==> config.mk <==
export PLATFORM = sky130hd
export DESIGN_NAME = hpll_gate_ctrl
export DESIGN_NICKNAME = d
export VERILOG_FILES = /design/src/rtl/hpll_gate_pkg.sv /design/src/rtl/hpll_line_timer.sv /design/src/rtl/hpll_cfg_latch.sv /design/src/rtl/hpll_gate_window.sv /design/src/rtl/hpll_gate_ctrl.sv
export SDC_FILE = /design/constraint.sdc
export NUM_CORES = 1
export LEC_CHECK = 0
export ABC_AREA = 1
export BUFFER_PORTS_ARGS = -buffer_cell sky130_fd_sc_hd__buf_2
export CAP_MARGIN = 20
export CORE_ASPECT_RATIO = 0.8
export CORE_MARGIN = 4
export CORE_UTILIZATION = 45
export CTS_BUF_LIST = sky130_fd_sc_hd__clkbuf_2
export DETAILED_ROUTE_END_ITERATION = 8
export PLACE_DENSITY = 0.72
export SLEW_MARGIN = 20
export SYNTH_ARGS = -nofsm -noshare
export SYNTH_HDL_FRONTEND = slang
export SYNTH_HIERARCHICAL = 1
export SYNTH_SLANG_ARGS = --single-unit
==> constraint.sdc <==
create_clock -name clk_i -period 1.86 [get_ports clk_i]
set_clock_uncertainty 0.2 [all_clocks]
set_input_delay 0.186 -clock clk_i [delete_from_list [all_inputs] [get_ports clk_i]]
set_output_delay 0.186 -clock clk_i [all_outputs]
set_load 0.01 [all_outputs]
==> src/rtl/hpll_gate_pkg.sv <==
package hpll_gate_pkg;
  typedef enum logic [1:0] {
    TC_AUTO  = 2'b00,
    TC_SLOW  = 2'b01,
    TC_FAST  = 2'b10,
    TC_AUTO2 = 2'b11
  } tc_mode_e;

  typedef struct packed {
    logic noisy;
    logic retrace;
    logic slow;
  } line_cfg_t;
endpackage

==> src/rtl/hpll_line_timer.sv <==
module hpll_line_timer #(
  parameter int unsigned CNT_W = 8,
  parameter int unsigned LIMIT = 200
) (
  input  logic             clk_i,
  input  logic             rst_ni,
  input  logic             start_i,
  output logic [CNT_W-1:0] cnt_o
);
  localparam logic [CNT_W-1:0] LIM = CNT_W'(LIMIT);

  // saturates so a missing line start never reopens a window
  always_ff @(posedge clk_i or negedge rst_ni) begin
    if (!rst_ni)          cnt_o <= LIM;
    else if (start_i)     cnt_o <= '0;
    else if (cnt_o != LIM) cnt_o <= cnt_o + 1'b1;
  end
endmodule

==> src/rtl/hpll_cfg_latch.sv <==
module hpll_cfg_latch
  import hpll_gate_pkg::*;
(
  input  logic       clk_i,
  input  logic       rst_ni,
  input  logic       start_i,
  input  logic       noise_i,
  input  logic       vretrace_i,
  input  logic [1:0] tc_mode_i,
  output line_cfg_t  cfg_o
);
  tc_mode_e  mode;
  line_cfg_t nxt;

  always_comb begin
    mode        = tc_mode_e'(tc_mode_i);
    nxt.noisy   = noise_i;
    nxt.retrace = vretrace_i;
    unique case (mode)
      TC_SLOW: nxt.slow = 1'b1;
      TC_FAST: nxt.slow = 1'b0;
      default: nxt.slow = noise_i;
    endcase
  end

  // per-line snapshot: a window in progress is never cut short
  always_ff @(posedge clk_i or negedge rst_ni) begin
    if (!rst_ni)      cfg_o <= '0;
    else if (start_i) cfg_o <= nxt;
  end
endmodule

==> src/rtl/hpll_gate_window.sv <==
module hpll_gate_window
  import hpll_gate_pkg::*;
#(
  parameter int unsigned CNT_W       = 8,
  parameter int unsigned SYNC_POS    = 12,
  parameter int unsigned WIDE_PRE    = 9,
  parameter int unsigned WIDE_POST   = 13,
  parameter int unsigned NARROW_PRE  = 2,
  parameter int unsigned NARROW_POST = 3
) (
  input  logic [CNT_W-1:0] cnt_i,
  input  line_cfg_t        cfg_i,
  output logic             win_o
);
  localparam logic [CNT_W-1:0] W_LO = CNT_W'(SYNC_POS - WIDE_PRE);
  localparam logic [CNT_W-1:0] W_HI = CNT_W'(SYNC_POS + WIDE_POST);
  localparam logic [CNT_W-1:0] N_LO = CNT_W'(SYNC_POS - NARROW_PRE);
  localparam logic [CNT_W-1:0] N_HI = CNT_W'(SYNC_POS + NARROW_POST);

  logic in_wide, in_narrow, gated;

  always_comb begin
    in_wide   = (cnt_i >= W_LO) && (cnt_i < W_HI);
    in_narrow = (cnt_i >= N_LO) && (cnt_i < N_HI);
    gated     = cfg_i.noisy | cfg_i.retrace;
    win_o     = !gated || (cfg_i.noisy ? in_narrow : in_wide);
  end
endmodule

==> src/rtl/hpll_gate_ctrl.sv <==
module hpll_gate_ctrl
  import hpll_gate_pkg::*;
#(
  parameter int unsigned CLK_HZ      = 27_000_000,
  parameter int unsigned LINE_MAX_US = 70,
  parameter int unsigned SYNC_POS    = CLK_HZ / 1_000_000 * 12,
  parameter int unsigned WIDE_PRE    = CLK_HZ / 1_000_000 * 9,
  parameter int unsigned WIDE_POST   = CLK_HZ / 1_000_000 * 13,
  parameter int unsigned NARROW_PRE  = CLK_HZ / 1_000_000 * 2,
  parameter int unsigned NARROW_POST = CLK_HZ / 100_000 * 37 / 100
) (
  input  logic       clk_i,
  input  logic       rst_ni,
  input  logic       line_start_i,
  input  logic       vretrace_i,
  input  logic       noise_i,
  input  logic       video_present_i,
  input  logic [1:0] tc_mode_i,
  input  logic       vid_decouple_i,
  output logic       pd_win_o,
  output logic       slow_o,
  output logic       boost_o,
  output logic       loop_en_o
);
  localparam int unsigned LINE_LIM = CLK_HZ / 1_000_000 * LINE_MAX_US;
  localparam int unsigned CNT_W    = $clog2(LINE_LIM + 1);

  logic [CNT_W-1:0] cnt;
  line_cfg_t        cfg;

  hpll_line_timer #(.CNT_W(CNT_W), .LIMIT(LINE_LIM)) u_timer (
    .clk_i  (clk_i),
    .rst_ni (rst_ni),
    .start_i(line_start_i),
    .cnt_o  (cnt)
  );

  hpll_cfg_latch u_cfg (
    .clk_i     (clk_i),
    .rst_ni    (rst_ni),
    .start_i   (line_start_i),
    .noise_i   (noise_i),
    .vretrace_i(vretrace_i),
    .tc_mode_i (tc_mode_i),
    .cfg_o     (cfg)
  );

  hpll_gate_window #(
    .CNT_W      (CNT_W),
    .SYNC_POS   (SYNC_POS),
    .WIDE_PRE   (WIDE_PRE),
    .WIDE_POST  (WIDE_POST),
    .NARROW_PRE (NARROW_PRE),
    .NARROW_POST(NARROW_POST)
  ) u_win (
    .cnt_i(cnt),
    .cfg_i(cfg),
    .win_o(pd_win_o)
  );

  assign slow_o  = cfg.slow;
  assign boost_o = !cfg.slow && cfg.retrace;

  // video identification runs independent of line timing
  always_ff @(posedge clk_i or negedge rst_ni) begin
    if (!rst_ni) loop_en_o <= 1'b0;
    else         loop_en_o <= video_present_i | vid_decouple_i;
  end
endmodule

# Word-level counts from Yosys, hierarchy flattened
# Cells that the tools add are included.
# word_totals
regBits,15
inputBits,9
output_inout_bits,4
elab_cells,26
# op_classes
addsub,1
order_cmp,4
eq_ne,3
n_mux,4
n_bitwise,2
reduce_logical,7
# op_table
cell,n
2-to-1 mux 11 bit,2
adder 11 x 1 -> 11 bit (second input constant),1
>= comparator 11 x 7 -> 1 bit (second input constant),1
>= comparator 11 x 9 -> 1 bit (second input constant),1
< comparator 11 x 10 -> 1 bit (second input constant),1
< comparator 11 x 9 -> 1 bit (second input constant),1
!= test 11 bit (second input constant),1
logical AND 1 bit,3
equality test 2 x 1 -> 1 bit (second input constant),1
equality test 2 bit (second input constant),1
zero test 1 bit,2
bitwise OR 1 bit,2
one-hot mux 1 bit (2 select lines),1
nonzero test 2 bit,1
logical OR 1 bit,1
2-to-1 mux 1 bit,1

# Depth between registers and ports, before layout
# Gate-level depths: netlist of the first run.
# depth
ltp_word,4
mapped_depth,8
ltp_nobuf,8

# By module
# Netlist of the first run, hierarchy kept.
# modules_own_cells
module,instances,cells_per_inst,area_each_um2,seq_area_each_um2
hpll_line_timer,1,85,646.9,282.8
hpll_gate_window,1,44,185.2,0.0
hpll_cfg_latch,1,19,150.1,75.1
hpll_gate_ctrl,1,6,46.3,25.0

# Least setup slack after synthesis of the first run
# OpenSTA, ideal clock, no wires.
# synth_path
kind,flip-flop to flip-flop
start,reg u_timer.cnt_o[1]
end,reg u_timer.cnt_o[10]
t_arrival_ns,1.212
setup_slack_ns,0.384
stages_incl_launch_ff,8
n_path_buf,0
cell_sequence,dfstp_2 -> ha_1 -> nand3_2 -> nor2_4 -> nand2_2 -> nand2_1 -> nand2_1 -> nor2_2
# synth_between
elab_chain_cells,3
word_cells_on_any_way,5
cone_classes,1 x add/sub; 1 x eq/ne; 2 x mux; 1 x reduce/logical
# synth_rtl
element,line_no,text
from (decl),hpll_line_timer.sv:8,output logic [CNT_W-1:0] cnt_o
from (signal assigned),hpll_line_timer.sv:16,else if (cnt_o != LIM) cnt_o <= cnt_o + 1'b1;
adder 11 x 1 -> 11 bit,hpll_line_timer.sv:16,
2-to-1 mux 11 bit,hpll_line_timer.sv:16,
2-to-1 mux 11 bit,hpll_line_timer.sv:15,else if (start_i) cnt_o <= '0;
# Parallel ways exist; a longest one is shown, timed or not. The select of a mux whose other input is x is not followed.
# A chain may end at the register's enable or synchronous reset.

# Worst setup path in the final report of the first run
# layout_path
start,reg u_timer.cnt_o[5]
end,out pd_win_o
# layout_between
elab_chain_cells,4
word_cells_on_any_way,8
cone_classes,4 x order compare; 1 x mux; 3 x reduce/logical
# layout_rtl
element,line_no,text
>= comparator 11 x 7 -> 1 bit (tied with other cells),hpll_gate_window.sv:23,in_wide = (cnt_i >= W_LO) && (cnt_i < W_HI);
"logical AND 1 bit, on equally long branches","hpll_gate_window.sv:23, hpll_gate_window.sv:24",
2-to-1 mux 1 bit *,hpll_gate_window.sv:26,win_o = !gated || (cfg_i.noisy ? in_narrow : in_wide);
logical OR 1 bit *,hpll_gate_window.sv:26,
to (decl),hpll_gate_ctrl.sv:20,"output logic pd_win_o,"
# Every way passes the cells marked *; elsewhere a longest branch is shown, timed or not.

==> metrics, run 1 <==
status=complete, but fails checks; failing checks=negative setup slack; Worst-Skew Late Latency=0.29 ns; peak supply drop=0.0003369 V; crit path launch=u_timer/cnt_o[5]$_DFFE_PN1P_; Max Root-Sink Buffers=2; final period utilization=104.0%; commonest non-fill, non-tap cell in the layout=nand2_1; Multi-input gate area=550.5 µm²; Crit. End Element=primary output; Rows=15; Max-slew headroom=76.82%; Clk pwr share=25.7%; via count=1,032; Initial Utilization=47.65%; WHS=0.1101 ns; clk slew on worst S/H paths=0.14 ns; vias in the first global route=920; Max Freq=517.1 MHz; Pwr Density=486.2 nW/µm²; crit path max fanout=4; Critical R2R Launch=u_timer/cnt_o[1]$_DFFE_PN1P_; routed vias/inst=4.986; commonest cells after routing, fill and taps aside=nand2_1 (38), inv_1 (30), nor2_1 (19); total CTS buffers=3; NetSw=179.0 µW; cell count after synthesis=154; flop2flop setup slack=0.15 ns; Fillers=214; FF+latch count, synth=15; Post-Syn Nets=166; unrepaired setup endpoints after global routing=true; sequential area share after synthesis=37.23%; sw frac=28.45%; initial antenna violation count=0; Final Core Density=59.94%; ANT cells=0; core area=2158 µm²; launching element type of the critical path=flip-flop; crit path to=pd_win_o; Comb pwr share=17.4%; Final min period=1.934 ns; TNS Setup=-0.07405 ns; Critical Path RT=1.47 ns; r2r worst-path depth=6; Layout area overhead=25.79%; max-slew violations=0; die area=3119 µm²; max-cap check violation count=0; Leak=0.0006339 µW; Synth top area share=21.90%; DRC Markers=0; first-pass GRT wire length=3988 µm; Seq. cell area=389.1 µm²; final instance area=1294 µm²; # nets final=195; WS Path Type=flip-flop to primary output; hold crit path type=input pin to asynchronous set/reset pin; WP data arrival=1.55 ns; # setup viols final=1; dpl cells=191; RR Endpoint=u_timer/cnt_o[6]$_DFFE_PN1P_; Internal=450.1 µW; Ys Warns=6; fin cells=207; final hold viol count=0; IO Port Bufs=12; cell taking the most area after synthesis=dfrtp_1; Mapped Area=1028 µm²; syn avg cell area=6.678 µm²; I/O pin cnt=13; Overall Global Routing Usage=17.26%; largest net degree at the start of global routing=16; CTS root buf=clkbuf_2; synth top area cells=dfrtp_1 (22%), dfstp_2 (15%), nand2_1 (14%), inv_1 (11%), nand3_1 (7.3%); antenna viol nets, final=0; Netlist cell types=20; H-tree levels=1; router iterations before antenna repair=4; Routed WL=2532 µm; fin worst setup slack=-0.07405 ns; CTS tree=yes; Placed Area=1122 µm²; dpl hpwl=1730 µm; chip height=50.76 µm; DR WL/cell=12.23 µm; grt ovf=0; share of cells above drive strength 1=28.57%; RePlAce Congestion=0.8103; Die W=61.45 µm; CTS Sinks=15; initial drt markers=58; Flop pwr share=57.0%; Slew @ Worst Pin=0.3473 ns
## per-layer routing
layer,global-route usage [%],up-vias,part of all wire [%]
li1,-,529,-
met4,5.300,0,2.2
met2,26.94,22,49
met1,23.46,472,44
met5,0,-,0
met3,3.856,9,4.5
## cell families after synthesis
| family | after synthesis | share of synthesized area, % |
|---|---|---|
| DFF | 15 | 37.23 |
| buffers and inverters | 33 | 12.16 |
| and+or+nand+nor | 86 | 37.96 |
| xor gates and xnor gates | 1 | 0.8517 |
| adders and majority gates | 3 | 3.650 |
| AOI/OAI and AO/OA | 16 | 8.151 |
## final cells by class
| type | count | area share [%] |
|---|---|---|
| flip-flops and latches | 15 | 30.08 |
| repair buffers | 25 | 14.12 |
| inverters | 32 | 9.284 |
| multi-input cells | 106 | 42.55 |
| well taps | 25 | 2.418 |
| clock buffers | 4 | 1.547 |
## registers in the layout (all words and copies together), names as in the netlist
register and flops:
loop_en_o 1, u_cfg/cfg_o 3, u_timer/cnt_o 11
## power groups by stage
stage | sequential (µW) | clock (µW) | combinational [µW]
after global routing | 360 | 182 | 124
after floorplan | 363 | 0 | 52.6
after detailed placement | 365 | 0 | 86.7
after global placement | 364 | 0 | 83.5
after CTS | 357 | 170 | 102
final | 358 | 161 | 109
## worst max-delay path, cell delays in order, from the launching register on
cell,delay [ns]
dfstp_2,0.60
nand2_2,0.07
nor2_4,0.12
nand3_2,0.08
nand2_1,0.07
nand2_1,0.05
nand2_1,0.08
nand3_2,0.07
buf_6,0.12
## per-stage QoR
step | worst slack, ns | total power (µW)
after detailed placement | 0.1873 | 451.3
after global routing | -0.1558 | 666.6
after CTS | -0.04680 | 628.8
after floorplan | 0.3844 | 415.6
after global placement | 0.2681 | 447.7
final | -0.07405 | 629.1
## how the worst min path moves through the flow
| stage | to | slack [ns] |
|---|---|---|
| floorplan | loop_en_o$_DFF_PN0_ | -0.31 |
| global placement | u_timer/cnt_o[0]$_DFFE_PN0P_ | -0.1 |
| detailed placement | u_timer/cnt_o[0]$_DFFE_PN0P_ | -0.09 |
| CTS | u_timer/cnt_o[0]$_DFFE_PN0P_ | 0.10 |
| global route | u_timer/cnt_o[0]$_DFFE_PN0P_ | 0.13 |
| finish | u_timer/cnt_o[3]$_DFFE_PN0P_ | 0.11 |
## cells in the mapped netlist
cell / n
inv_1: 31
nand2_1: 39
nand4_1: 3
ha_1: 3
dfstp_2: 6
xor2_1: 1
nand3_2: 2
buf_2: 1
a21oi_1: 10
o21ai_2: 1
nor2_2: 3
dfrtp_1: 9
nor2_1: 19
o21ai_0: 5
nand3_1: 15
nor2_4: 2
or2_2: 1
nor3_1: 1
inv_2: 1
nand2_2: 1
## repair_timing
action | in CTS | in global routing
pin swaps | 1 | 6
endpoints found under the setup margin | 1 | 1
setup buffers | 3 | 3
hold buffers | 6 | 0
gates resized for setup | 1 | 14
endpoints found under the hold margin | 20 | 0
Power figures use the tool's default switching activity.
==> run 2: changes to the inputs <==
--- a/config.mk
+++ b/config.mk
@@ -9,11 +9,11 @@
 export BUFFER_PORTS_ARGS = -buffer_cell sky130_fd_sc_hd__buf_2
 export CAP_MARGIN = 20
 export CORE_ASPECT_RATIO = 0.8
-export CORE_MARGIN = 4
 export CORE_UTILIZATION = 45
 export CTS_BUF_LIST = sky130_fd_sc_hd__clkbuf_2
 export DETAILED_ROUTE_END_ITERATION = 8
 export PLACE_DENSITY = 0.72
+export SETUP_SLACK_MARGIN = 0.05
 export SLEW_MARGIN = 20
 export SYNTH_ARGS = -nofsm -noshare
 export SYNTH_HDL_FRONTEND = slang
==> run 2 against run 1 <==
  * Via count shrank 1.6%
  * Register-to-register slack lost 0.02 ns
  * First-iteration DRC count shrank 19%
  * Cell count shrank 1.4%
  * Wire length shrank 6.4%
  * Core utilization shrank 1.7 points
  * Sequential power is essentially flat
  * The flow still finishes with violations (negative setup slack)
  * Cell area shrank 2.8%
  * Fmax shrank 0.54%
==> metrics, run 2 (synthesis gave the netlist of run 1 again) <==
status=complete, but fails checks; failing checks=negative setup slack; Most flops, register=u_timer/cnt_o; largest net degree at the start of global routing=16 (unchanged); DRC Markers=0 (unchanged); Pwr Density=495.9 nW/µm² (+2.0%); crit path max fanout=4 (unchanged); max FFs per register=11 (unchanged); r2r worst-path depth=6 (unchanged); DR WL/cell=11.62 µm (-5.0%); Die W=55.45 µm (-9.8%); clk slew on worst S/H paths=0.14 ns (about the same); Crit. End Element=primary output; Max Freq=514.2 MHz (-0.54%); first-pass GRT wire length=3795 µm (-4.8%); Hold Path Stages=5; Critical Path RT=1.47 ns (about the same); largest registers=u_timer/cnt_o x11, u_cfg/cfg_o x3, loop_en_o x1; fin worst setup slack=-0.08463 ns (-0.01058 ns); Leak=0.0006226 µW (-1.8%); H-tree levels=1 (unchanged); # nets final=192 (-1.5%); Max Root-Sink Buffers=2 (unchanged); Overall Global Routing Usage=19.95% (+2.7 points); vias in the first global route=901 (-2.1%); routed vias/inst=4.975 (-0.20%); Worst-Skew Late Latency=0.28 ns (about the same); chip height=44.76 µm (-12%); unrepaired setup endpoints after global routing=true; grt ovf=0 (unchanged); fin cells=204 (-1.4%); Placed Area=1115 µm² (-0.67%); hold crit path type=input pin to flip-flop; I/O pin cnt=13 (unchanged); # setup viols final=1 (unchanged); final instance area=1257 µm² (-2.8%); initial drt markers=47 (-19%); WHS=0.1133 ns (+0.003221 ns); commonest cells after routing, fill and taps aside=nand2_1 (36), inv_1 (31), nor2_1 (18); router iterations before antenna repair=4 (unchanged); ANT cells=0 (unchanged); max-cap check violation count=0 (unchanged); Final min period=1.945 ns (+0.01058 ns); final hold viol count=0 (unchanged); core area=2158 µm² (unchanged); Routed WL=2370 µm (-6.4%); antenna viol nets, final=0 (unchanged); via count=1,015 (-1.6%); Slew @ Worst Pin=0.3487 ns (+0.001348 ns); peak supply drop=0.0004011 V (+19%); Setup WS pre-CTS=0.1478 ns (-0.03943 ns); CTS root buf=clkbuf_2; Rows=15 (unchanged); WP data arrival=1.56 ns (about the same); CTS tree=yes; die area=2482 µm² (-20%); final period utilization=104.5% (+0.57 points); initial antenna violation count=0 (unchanged); share of cells above drive strength 1=24.58% (-4.0 points); dpl cells=190 (-0.52%); dpl hpwl=1649 µm (-4.7%); CTS Sinks=15 (unchanged); launching element type of the critical path=flip-flop; Power Total=623.6 µW (-0.87%); Layout area overhead=22.26%; Initial Utilization=47.65% (unchanged); max-slew violations=0 (unchanged); total CTS buffers=3 (unchanged); commonest non-fill, non-tap cell in the layout=nand2_1; Max-slew headroom=76.73% (-0.090 points); WS Path Type=flip-flop to primary output; RePlAce Congestion=0.8222 (+1.5%); IO Port Bufs=12 (unchanged)
==> run 2: layout make-up <==
class	instances	area (µm²)
fill	203	900.9
tap	25	31.28
multi-input combinational	106	545.5
timing repair buffer	22	156.4
inverter	32	120.1
sequential	15	384.1
clock buffer	4	20.02
==> run 2: report_power, final <==
part	leakage, µW	internal (µW)	total (µW)	switching (µW)
Sequential	0.000175	342	359	17.0
Combinational	0.000431	50.9	108	57.0
Clock	0.0000166	57.0	157	99.9
Total	0.000623	450	624	174
==> run 2: critical path, stage by stage (launching register included) <==
cell	delay, ns
dfstp_2	0.59
nand2_2	0.08
nor2_4	0.12
nand2_1	0.06
nand2_1	0.08
nand2_1	0.06
nand3_1	0.10
nand3_2	0.07
buf_6	0.12
==> run 2: metal layers <==
| layer | up-vias | routed length (µm) | GRT usage [%] |
|---|---|---|---|
| li1 | 524 | - | - |
| met2 | 23 | 1201 | 33.25 |
| met3 | 0 | 160 | 6.590 |
| met1 | 468 | 1008 | 25.95 |
| met5 | - | 0 | 0 |
| met4 | 0 | 0 | 4.000 |
==> run 2: path summary, 6_finish.rpt <==
path	slack, ns	startpoint	to
setup reg to reg	0.13	u_timer/cnt_o[1]$_DFFE_PN1P_	u_timer/cnt_o[6]$_DFFE_PN1P_
setup / recovery	-0.08	u_timer/cnt_o[5]$_DFFE_PN1P_	pd_win_o
hold reg to reg	0.32	u_cfg/cfg_o[1]$_DFFE_PN0P_	u_cfg/cfg_o[1]$_DFFE_PN0P_
max in group asynchronous	1.04	rst_ni	u_timer/cnt_o[9]$_DFFE_PN1P_
min in group asynchronous	0.12	rst_ni	u_cfg/cfg_o[0]$_DFFE_PN0P_
hold / removal	0.11	tc_mode_i[0]	u_cfg/cfg_o[0]$_DFFE_PN0P_
==> run 2: stage by stage <==
step | utilization, % | TNS, ns
2_1_floorplan | - | 0
3_3_place_gp | 51.65 | 0
3_5_place_dp | 51.65 | 0
4_1_cts | 57.04 | -0.08069
5_1_grt | 58.26 | -0.2545
6_report | 58.26 | -0.08463
==> run 2: what timing repair did <==
| action | 4_1_cts | 5_1_grt |
|---|---|---|
| hold buffers | 6 | 0 |
| pin swaps | 2 | 4 |
| cloned | 0 | 0 |
| setup buffers | 4 | 0 |
| endpoints found under the hold margin | 20 | 0 |
| gates resized for setup | 3 | 6 |
| setup endpoints to repair | 1 | 2 |
